`config.mk`:
```
export PLATFORM = sky130hd
export DESIGN_NAME = i2c_irq_bank
export DESIGN_NICKNAME = d
export VERILOG_FILES = /design/src/rtl/i2c_irq_pkg.sv /design/src/rtl/irq_status_bits.sv /design/src/rtl/irq_abort_cause.sv /design/src/rtl/irq_reg_access.sv /design/src/rtl/i2c_irq_bank.sv
export SDC_FILE = /design/constraint.sdc
export NUM_CORES = 1
export LEC_CHECK = 0
export BUFFER_PORTS_ARGS = -buffer_cell sky130_fd_sc_hd__buf_2
export CORE_UTILIZATION = 35
export DETAILED_ROUTE_END_ITERATION = 6
export REMOVE_ABC_BUFFERS = 1
export SETUP_SLACK_MARGIN = 0.3
export SYNTH_ARGS = -nofsm -noshare
export SYNTH_HDL_FRONTEND = slang
export SYNTH_SLANG_ARGS = --single-unit
export TNS_END_PERCENT = 20
```
`constraint.sdc`:
```
create_clock -name clk -period 1.6 [get_ports clk]
set_clock_uncertainty 0.05 [all_clocks]
set_input_delay 0.4 -clock clk [delete_from_list [all_inputs] [get_ports clk]]
set_output_delay 0.4 -clock clk [all_outputs]
set_load 0.01 [all_outputs]
```
`src/rtl/i2c_irq_pkg.sv`:
```
package i2c_irq_pkg;
  localparam int NSRC    = 12;
  localparam int CAUSE_W = 13;
  localparam int AW      = 6;
  localparam int DW      = 16;

  localparam int B_RX_LVL = 2;
  localparam int B_TX_LVL = 4;
  localparam int B_ABORT  = 6;

  localparam logic [NSRC-1:0] LEVEL_MASK = NSRC'((1 << B_RX_LVL) | (1 << B_TX_LVL));

  localparam logic [AW-1:0] A_RAW      = AW'(0);
  localparam logic [AW-1:0] A_MASKED   = AW'(1);
  localparam logic [AW-1:0] A_MASK     = AW'(2);
  localparam logic [AW-1:0] A_CAUSE    = AW'(3);
  localparam logic [AW-1:0] A_CLR_ALL  = AW'(4);
  localparam logic [AW-1:0] A_CLR_BASE = AW'(16);

  // next value of a sticky bit vector: set wins over clear
  function automatic logic [NSRC-1:0] sticky_next(logic [NSRC-1:0] cur,
                                                  logic [NSRC-1:0] set,
                                                  logic [NSRC-1:0] clr);
    return set | (cur & ~clr);
  endfunction

  // address of the per-source clear register
  function automatic logic [AW-1:0] clr_addr(int idx);
    return A_CLR_BASE + AW'(idx);
  endfunction
endpackage

```
`src/rtl/irq_status_bits.sv`:
```
module irq_status_bits
  import i2c_irq_pkg::*;
#(
  parameter int              N     = NSRC,
  parameter logic [N-1:0]    LVL_M = LEVEL_MASK
) (
  input  logic         clk,
  input  logic         rst_n,
  input  logic [N-1:0] ev_pulse,
  input  logic [N-1:0] lvl_in,
  input  logic [N-1:0] clr_vec,
  output logic [N-1:0] raw
);
  logic [N-1:0] sticky_q;
  logic [N-1:0] sticky_d;

  assign sticky_d = sticky_next(sticky_q, ev_pulse & ~LVL_M, clr_vec & ~LVL_M);

  for (genvar i = 0; i < N; i++) begin : g_bit
    always_ff @(posedge clk or negedge rst_n) begin
      if (!rst_n) sticky_q[i] <= 1'b0;
      else        sticky_q[i] <= sticky_d[i];
    end
    assign raw[i] = LVL_M[i] ? lvl_in[i] : sticky_q[i];

    if (!LVL_M[i]) begin : g_chk
      p_event_sets_r1: assert property (@(posedge clk) disable iff (!rst_n)
        ev_pulse[i] |=> raw[i]);
      p_sticky_hold_r1: assert property (@(posedge clk) disable iff (!rst_n)
        (raw[i] && !clr_vec[i]) |=> raw[i]);
      p_clear_drops_r4: assert property (@(posedge clk) disable iff (!rst_n)
        (clr_vec[i] && !ev_pulse[i]) |=> !raw[i]);
      p_set_wins_r6: assert property (@(posedge clk) disable iff (!rst_n)
        (clr_vec[i] && ev_pulse[i]) |=> raw[i]);
    end
  end
endmodule

```
`src/rtl/irq_abort_cause.sv`:
```
module irq_abort_cause
  import i2c_irq_pkg::*;
#(
  parameter int W = CAUSE_W
) (
  input  logic         clk,
  input  logic         rst_n,
  input  logic [W-1:0] cause_in,
  input  logic         cause_clr,
  output logic [W-1:0] cause_q
);
  always_ff @(posedge clk or negedge rst_n) begin
    if (!rst_n) cause_q <= '0;
    else        cause_q <= cause_in | (cause_q & ~{W{cause_clr}});
  end

  p_cause_clear_r7: assert property (@(posedge clk) disable iff (!rst_n)
    (cause_clr && cause_in == '0) |=> cause_q == '0);
  p_cause_capture_r7: assert property (@(posedge clk) disable iff (!rst_n)
    (|cause_in) |=> ((cause_q & $past(cause_in)) == $past(cause_in)));
endmodule

```
`src/rtl/irq_reg_access.sv`:
```
module irq_reg_access
  import i2c_irq_pkg::*;
(
  input  logic               clk,
  input  logic               rst_n,
  input  logic [NSRC-1:0]    raw,
  input  logic [CAUSE_W-1:0] cause,
  input  logic               rd_en,
  input  logic [AW-1:0]      rd_addr,
  input  logic               wr_en,
  input  logic [AW-1:0]      wr_addr,
  input  logic [NSRC-1:0]    wr_data,
  output logic [NSRC-1:0]    masked,
  output logic [NSRC-1:0]    clr_vec,
  output logic               cause_clr,
  output logic [DW-1:0]      rd_data
);
  logic [NSRC-1:0] mask_q;
  logic [DW-1:0]   rd_val;

  assign masked = raw & mask_q;

  always_ff @(posedge clk or negedge rst_n) begin
    if (!rst_n)                          mask_q <= '0;
    else if (wr_en && wr_addr == A_MASK) mask_q <= wr_data;
  end

  always_comb begin
    clr_vec = '0;
    if (rd_en) begin
      if (rd_addr == A_CLR_ALL) clr_vec = '1;
      for (int i = 0; i < NSRC; i++)
        if (rd_addr == clr_addr(i)) clr_vec[i] = 1'b1;
    end
  end
  assign cause_clr = clr_vec[B_ABORT];

  always_comb begin
    rd_val = '0;
    unique case (rd_addr)
      A_RAW:     rd_val = DW'(raw);
      A_MASKED:  rd_val = DW'(masked);
      A_MASK:    rd_val = DW'(mask_q);
      A_CAUSE:   rd_val = DW'(cause);
      A_CLR_ALL: rd_val = DW'(raw);
      default: begin
        for (int i = 0; i < NSRC; i++)
          if (rd_addr == clr_addr(i)) rd_val = DW'(raw[i]);
      end
    endcase
  end

  always_ff @(posedge clk or negedge rst_n) begin
    if (!rst_n) rd_data <= '0;
    else        rd_data <= rd_en ? rd_val : '0;
  end

  p_mask_load_r9: assert property (@(posedge clk) disable iff (!rst_n)
    (wr_en && wr_addr == A_MASK) |=> mask_q == $past(wr_data));
  p_mask_keep_r9: assert property (@(posedge clk) disable iff (!rst_n)
    !(wr_en && wr_addr == A_MASK) |=> $stable(mask_q));
  p_idle_read_zero_r10: assert property (@(posedge clk) disable iff (!rst_n)
    !rd_en |=> rd_data == '0);
endmodule

```
`src/rtl/i2c_irq_bank.sv`:
```
module i2c_irq_bank
  import i2c_irq_pkg::*;
(
  input  logic               clk,
  input  logic               rst_n,
  input  logic [NSRC-1:0]    ev_pulse,
  input  logic               rx_at_level,
  input  logic               tx_at_level,
  input  logic [CAUSE_W-1:0] abrt_cause,
  input  logic               rd_en,
  input  logic [AW-1:0]      rd_addr,
  output logic [DW-1:0]      rd_data,
  input  logic               wr_en,
  input  logic [AW-1:0]      wr_addr,
  input  logic [NSRC-1:0]    wr_data,
  output logic               irq_o
);
  logic [NSRC-1:0]    lvl_vec;
  logic [NSRC-1:0]    raw_w;
  logic [NSRC-1:0]    masked_w;
  logic [NSRC-1:0]    clr_w;
  logic               cause_clr_w;
  logic [CAUSE_W-1:0] cause_w;

  always_comb begin
    lvl_vec           = '0;
    lvl_vec[B_RX_LVL] = rx_at_level;
    lvl_vec[B_TX_LVL] = tx_at_level;
  end

  irq_status_bits #(.N(NSRC), .LVL_M(LEVEL_MASK)) i_status (
    .clk(clk), .rst_n(rst_n), .ev_pulse(ev_pulse), .lvl_in(lvl_vec),
    .clr_vec(clr_w), .raw(raw_w)
  );

  irq_abort_cause #(.W(CAUSE_W)) i_cause (
    .clk(clk), .rst_n(rst_n), .cause_in(abrt_cause), .cause_clr(cause_clr_w),
    .cause_q(cause_w)
  );

  irq_reg_access i_regs (
    .clk(clk), .rst_n(rst_n), .raw(raw_w), .cause(cause_w),
    .rd_en(rd_en), .rd_addr(rd_addr), .wr_en(wr_en), .wr_addr(wr_addr),
    .wr_data(wr_data), .masked(masked_w), .clr_vec(clr_w),
    .cause_clr(cause_clr_w), .rd_data(rd_data)
  );

  assign irq_o = |masked_w;

  p_irq_has_source_r3: assert property (@(posedge clk) disable iff (!rst_n)
    irq_o |-> (raw_w != '0));
  p_level_clear_ignored_r8: assert property (@(posedge clk) disable iff (!rst_n)
    $onehot0(clr_w & ~LEVEL_MASK) || (rd_en && rd_addr == A_CLR_ALL));
endmodule

```
==> metrics, run 1 <==
status=complete, but fails checks; failing checks=setup timing; Core Rows=30; layout cells sized above 1=about 53%; GR peak layer=met2; Max clock buf depth=2; CTS Hold Bufs=0; crit path buf inv count=2; IO buf count=66; Fmax=507 MHz; Yosys warning count=0; Remaining DRCs=0; max cap viols=0; met1 usage=25.9%; relative slew slack=about two thirds; Combinational Power Share=roughly 20%; Least-Margin Pin Slew=0.499 ns; Vias=2,270; EDFF count, synth=0; number of distinct library cells after synthesis=45; CP Max Fanout=2; GP Congestion=roughly 0.91; initial DRC count=131; CP max stage delay=0.39 ns; maximum VDD drop=0.000328 V; #FFs+latches synth=48; gr usage total=about a fifth; Synth top cells by count=dfrtp_1 (48), a21o_1 (23), inv_1 (16), nor3_1 (16), a21oi_1 (13); worst hold path type=primary input to asynchronous set/reset pin; Final nets=398; predominant post-synthesis flop cell=dfrtp_1; Top Family by Delay on Critical Path=compound AO/OA/AOI/OAI gates; WL final=~7.0 mm; data required time at the worst endpoint=~1.2 ns; Synth Instances=around 230; Worst-path clk slew=~0.10 ns; sequential area share after synthesis=48.6%; synth top area cells=dfrtp_1 (49%), a21o_1 (7.0%), mux2_2 (5.5%); slowest CP cell=dfrtp_1; final setup fails=2; Routed Antenna Nets=0; first-pass GRT wire length=11.0 mm; CTS tree=built; GRT overflow=0; non-filler instance count after layout=440; Detail Placement HPWL=between 4 and 5 mm; area of the core=0.00679 mm2; Cell Chain, Critical Path=a22o_1 -> a221oi_2 -> buf_4 -> nand3_2 -> buf_6; dominant cell by count in the synthesized netlist=dfrtp_1; Place WS=-0.315 ns; Die Height=between 80 and 90 um; largest net degree at the start of global routing=49; Arr. time, crit path=1.52 ns; Final Max Slew Viols=0; I/O pins=72; sequential fraction of design power=49.7%; root buffer cell=clkbuf_8; Sw Share=27.6%; Final Hold Viols=0; Initial Util=36.4%; met2 GRT Util=between 30% and 40%; CTS buffer count=5; clock power share=30.3%; DR pass1 iterations=4; P_leak=0.00155 uW; internal power=~1900 uW; startpoint types=flop; CP Capture Type=output pin; period utilization=123%; minimum clock period=just under 2 ns; clk sinks=48; r2r setup slk=-0.06 ns; crit path kind=flop to output pin; mapped cell area=0.00247 mm2; Die X=about 86 um; Switch Pwr=724 uW; Post-synth ARST share=100%; setup ws final=-0.374 ns; RSZ-0062 raised after global routing=yes; GR Util met3=roughly 4%; later-pin clock latency in the skew report=between 0.3 and 0.4 ns; H-tree depth=2; drt via density=between 5 and 6; dominant cell type by area after synthesis=dfrtp_1; area delta synth->final=45.8%; PD cells=728 mW/mm2; die area=roughly 0.0074 mm2; diode count=0; post-synthesis average cell area=10.6 um2; placed cell count=431; vias in the first global route=between 2,000 and 2,500; post-synth top area share=approximately half; drt wl/cell=15.9 um; initial antenna violation count=0
per-layer routing:
metal / routed length, um / share of wire (%)
met1: 3120 / 45
met5: 0 / 0
met3: 341 / 4.9
met4: 154 / 2.2
met2: 3380 / 48
sequential cells by signal, indices dropped and copies added (netlist names):
name	cells
i_cause.cause_q	13
i_regs.rd_data	13
i_regs.mask_q	12
i_status.raw	10
final timing paths:
check / startpoint / to / cells past startpoint
worst max-delay path: i_status.raw[6] / irq_o / 5
worst min-delay path: rst_n / i_status.raw[0] / 2
worst max register to register: i_status.raw[1] / i_regs.rd_data[0] / 5
worst min register to register: i_cause.cause_q[12] / i_cause.cause_q[12] / 1
max in group asynchronous: rst_n / i_regs.mask_q[11] / 2
min in group clk: abrt_cause[0] / i_cause.cause_q[0] / 2
layout by cell type (no fill, tap or decap), types with 2 or more instances in the layout:
master,n
nor3_1,10
nand2b_1,4
nand2_1,2
nor3_4,2
buf_12,3
a21oi_2,3
buf_2,61
conb_1,3
buf_8,3
clkbuf_8,6
inv_1,16
a21o_1,23
o21ai_1,13
nor4_2,2
nand2b_4,2
a22o_1,3
o21ai_0,3
a22oi_2,11
nand3_1,2
a21oi_1,10
nor2_1,7
or4_4,2
buf_4,39
a221oi_2,2
o21ai_2,2
mux2i_1,5
dfrtp_1,47
nor3_2,6
buf_6,14
mux2_2,12
area by class of cell:
cell class | count | area [um2]
Clock buffer | 6 | 82.6
Clock inverter | 2 | 13.8
Fill cell | 634 | 3190
Inverter | 16 | 60.1
Multi-Input combinational cell | 152 | 1260
Sequential cell | 48 | 1200
Tap cell | 96 | 120
Timing Repair Buffer | 120 | 861
what timing repair did:
| item | CTS | global route |
|---|---|---|
| endpoints found under the hold margin | 0 | 0 |
| buffers inserted | 0 | 1 |
| setup endpoints to repair | 35 | 38 |
| pin swaps | 37 | 32 |
| gates resized for setup | 46 | 22 |
power by group through the flow:
stage	registers, uW	logic [uW]	clock network [uW]
after global placement	1320	449	0
final	1300	525	794
after global routing	1310	569	853
after CTS	1300	505	818
after floorplan	1320	164	0
after detailed placement	1320	453	0
stage by stage:
step	hold slack, ns	total power [uW]	util [%]	setup TNS (ns)	cell area [um2]
finish	0.00314	2620	53.0	-0.430	3600
floorplan	0.0544	1490	-	-2.69	2340
detailed placement	0.355	1780	47.4	-7.99	3220
CTS	0.00842	2630	51.5	-0.420	3500
global route	0.0286	2730	53.0	-0.524	3600
global placement	0.356	1770	47.4	-7.53	3220
cells by family (layout without fill, tap and decap cells):
kind of cell | Yosys count | count (layout) | synth area share [%]
compound gates | 78 | 78 | 21.0
simple gates | 51 | 51 | 13.0
flops | 48 | 48 | 48.6
buf+inv | 36 | 144 | 8.15
mux | 18 | 18 | 8.41
xor+xnor | 2 | 2 | 0.709
other cells | 1 | 3 | 0.152
Note: power is estimated with default switching activity, not from simulation.
==> run 2: changes to the inputs <==
- CORE_UTILIZATION: 35 -> 41
- PLACE_DENSITY: not set -> 0.66
==> run 2 against run 1 <==
Compared with the run above: the flow still finishes with violations (setup timing); cell count fell by 6.8%; via count fell by 1.9%; sequential cell count did not move; clock-buffer cell count fell by 1; hold slack got worse by 0.0025 ns; combinational power fell by 9.1%; global-route usage rose by 3.3 points; fmax rose by 4.3%; worst setup slack improved by 0.082 ns; design area fell by 2.4%; power rose by 8.2%; wire length fell by 3.8%; critical path type unchanged; critical endpoint unchanged.
==> metrics, run 2 (synthesis gave the netlist of run 1 again) <==
period utilization=118%; DR pass1 iterations=4; I/O pins=between 70 and 80; final core utilization=62.3%; first-pass GRT wire length=10.8 mm; most frequent cells in the layout=buf_2 (62), dfrtp_1 (48), buf_4 (38); Routed Antenna Nets=0; PD cells=about 810 mW/mm2; Placed Area=0.00312 mm2; root buffer cell=clkbuf_8; area delta synth->final=42.2%; Detail Placement HPWL=~5 mm; failing checks=setup timing; Final nets=392; crit path kind=flop to output pin; CTS tree=built; max cap viols=0; GR peak layer=met2; startpoint types=flop; setup ws final=-0.292 ns; GP Congestion=0.882; status=complete, but fails checks; Least-Margin Pin Slew=0.613 ns; CTS buffer count=5; relative slew slack=59.1%; final setup fails=1; setup tns final=-0.292 ns; biggest regs=i_cause.cause_q: 13 flops, i_regs.rd_data: 13 flops, i_regs.mask_q: 12 flops; Initial Util=43.8%; diode count=0; Fmax=between 500 and 600 MHz; worst hold path type=primary input to asynchronous set/reset pin; Remaining DRCs=0; layout cells sized above 1=52.1%; worst r2r path cells=4; drt wl/cell=16.4 um; IO buf count=66; clk sinks=48; met1 usage=~28%; initial antenna violation count=0; WL final=6.74 mm; Max clock buf depth=2; CP Launch Point=i_status.raw[6]; Arr. time, crit path=1.44 ns; CP Max Fanout=2; minimum clock period=roughly 1.9 ns; drt via density=5.43; later-pin clock latency in the skew report=0.31 ns; post-route cell area=0.00351 mm2; Cell Chain, Critical Path=a22o_1 -> a221oi_2 -> nand3_1 -> buf_2; Final Hold Viols=0; H-tree depth=2; met2 GRT Util=38.5%; Worst-path clk slew=0.09 ns; initial DRC count=162; area of the core=0.00564 mm2; Place WS=-0.314 ns; Final Max Slew Viols=0; Die Height=79.6 um; Die X=79.6 um; Layout fillers=464; Fin Hold WS=0.000655 ns; RR Startpoint=i_status.raw[3]; Vias=2,226; slowest CP cell=dfrtp_1; RSZ-0062 raised after global routing=yes; P_leak=0.00151 uW; GRT overflow=0; GR Util met3=4.11%; vias in the first global route=2,200; data required time at the worst endpoint=1.15 ns; die area=~0.0063 mm2; CP max stage delay=0.39 ns; Core Rows=27; CP Capture Type=output pin; most common cell after layout, fill and taps aside=buf_2; gr usage total=22.7%; largest net degree at the start of global routing=49; maximum VDD drop=0.000586 V
==> run 2: cell types whose count changed in the layout (fill, tap and decap cells not counted), sizes merged <==
cell,delta
buf,-6
bufinv,+2
clkbuf,-1
clkinv,-1
==> run 2: worst max-delay path, delay by kind of cell (launching register included) <==
kind | cells | cell delay, ns
flops | 1 | 0.39
simple gates | 1 | 0.13
compound gates | 2 | 0.46
buf+inv | 1 | 0.16
==> run 2: report_power, final <==
group          leakage [uW]  internal [uW]  switching, uW  total [uW]
Combinational      0.000893            248            229         477
Clock             0.0000687            629            423        1050
Sequential         0.000544           1260           46.1        1310
==> run 2: per-stage QoR <==
| step | power [uW] | cells |
|---|---|---|
| global placement | 1730 | 400 |
| CTS | 2830 | 409 |
| global route | 2960 | 410 |
| finish | 2840 | 410 |
| floorplan | 1490 | 216 |
| detailed placement | 1750 | 400 |
==> run 2: repair_timing <==
action / in CTS / in global routing
hold buffers: 0 / 0
gates resized for setup: 36 / 28
setup buffers: 1 / 1
pin swaps: 35 / 26
endpoints found under the setup margin: 34 / 50
==> run 2: path summary, 6_finish.rpt <==
path,end,slack [ns]
worst max-delay path,irq_o,-0.29
worst min-delay path,i_cause.cause_q[3],0.0007
worst max register to register,i_regs.rd_data[0],0.06
worst min register to register,i_cause.cause_q[12],0.44
max in group asynchronous,i_status.raw[5],1.27
min in group clk,i_cause.cause_q[10],0.21
==> run 2: cell type report <==
cell class	instances	area [um2]	area share, %
Sequential cell	48	1200	34.2
Tap cell	72	90.1	2.56
Timing Repair Buffer	114	769	21.9
Multi-Input combinational cell	152	1260	35.7
Clock buffer	5	68.8	1.96
Inverter	16	60.1	1.71
Clock inverter	3	68.8	1.96
==> run 2: metal layers <==
metal	vias up	share of wire (%)
li1	1054	-
met1	1080	42
met2	77	50
met3	15	5.2
met4	0	2.4
met5	-	0
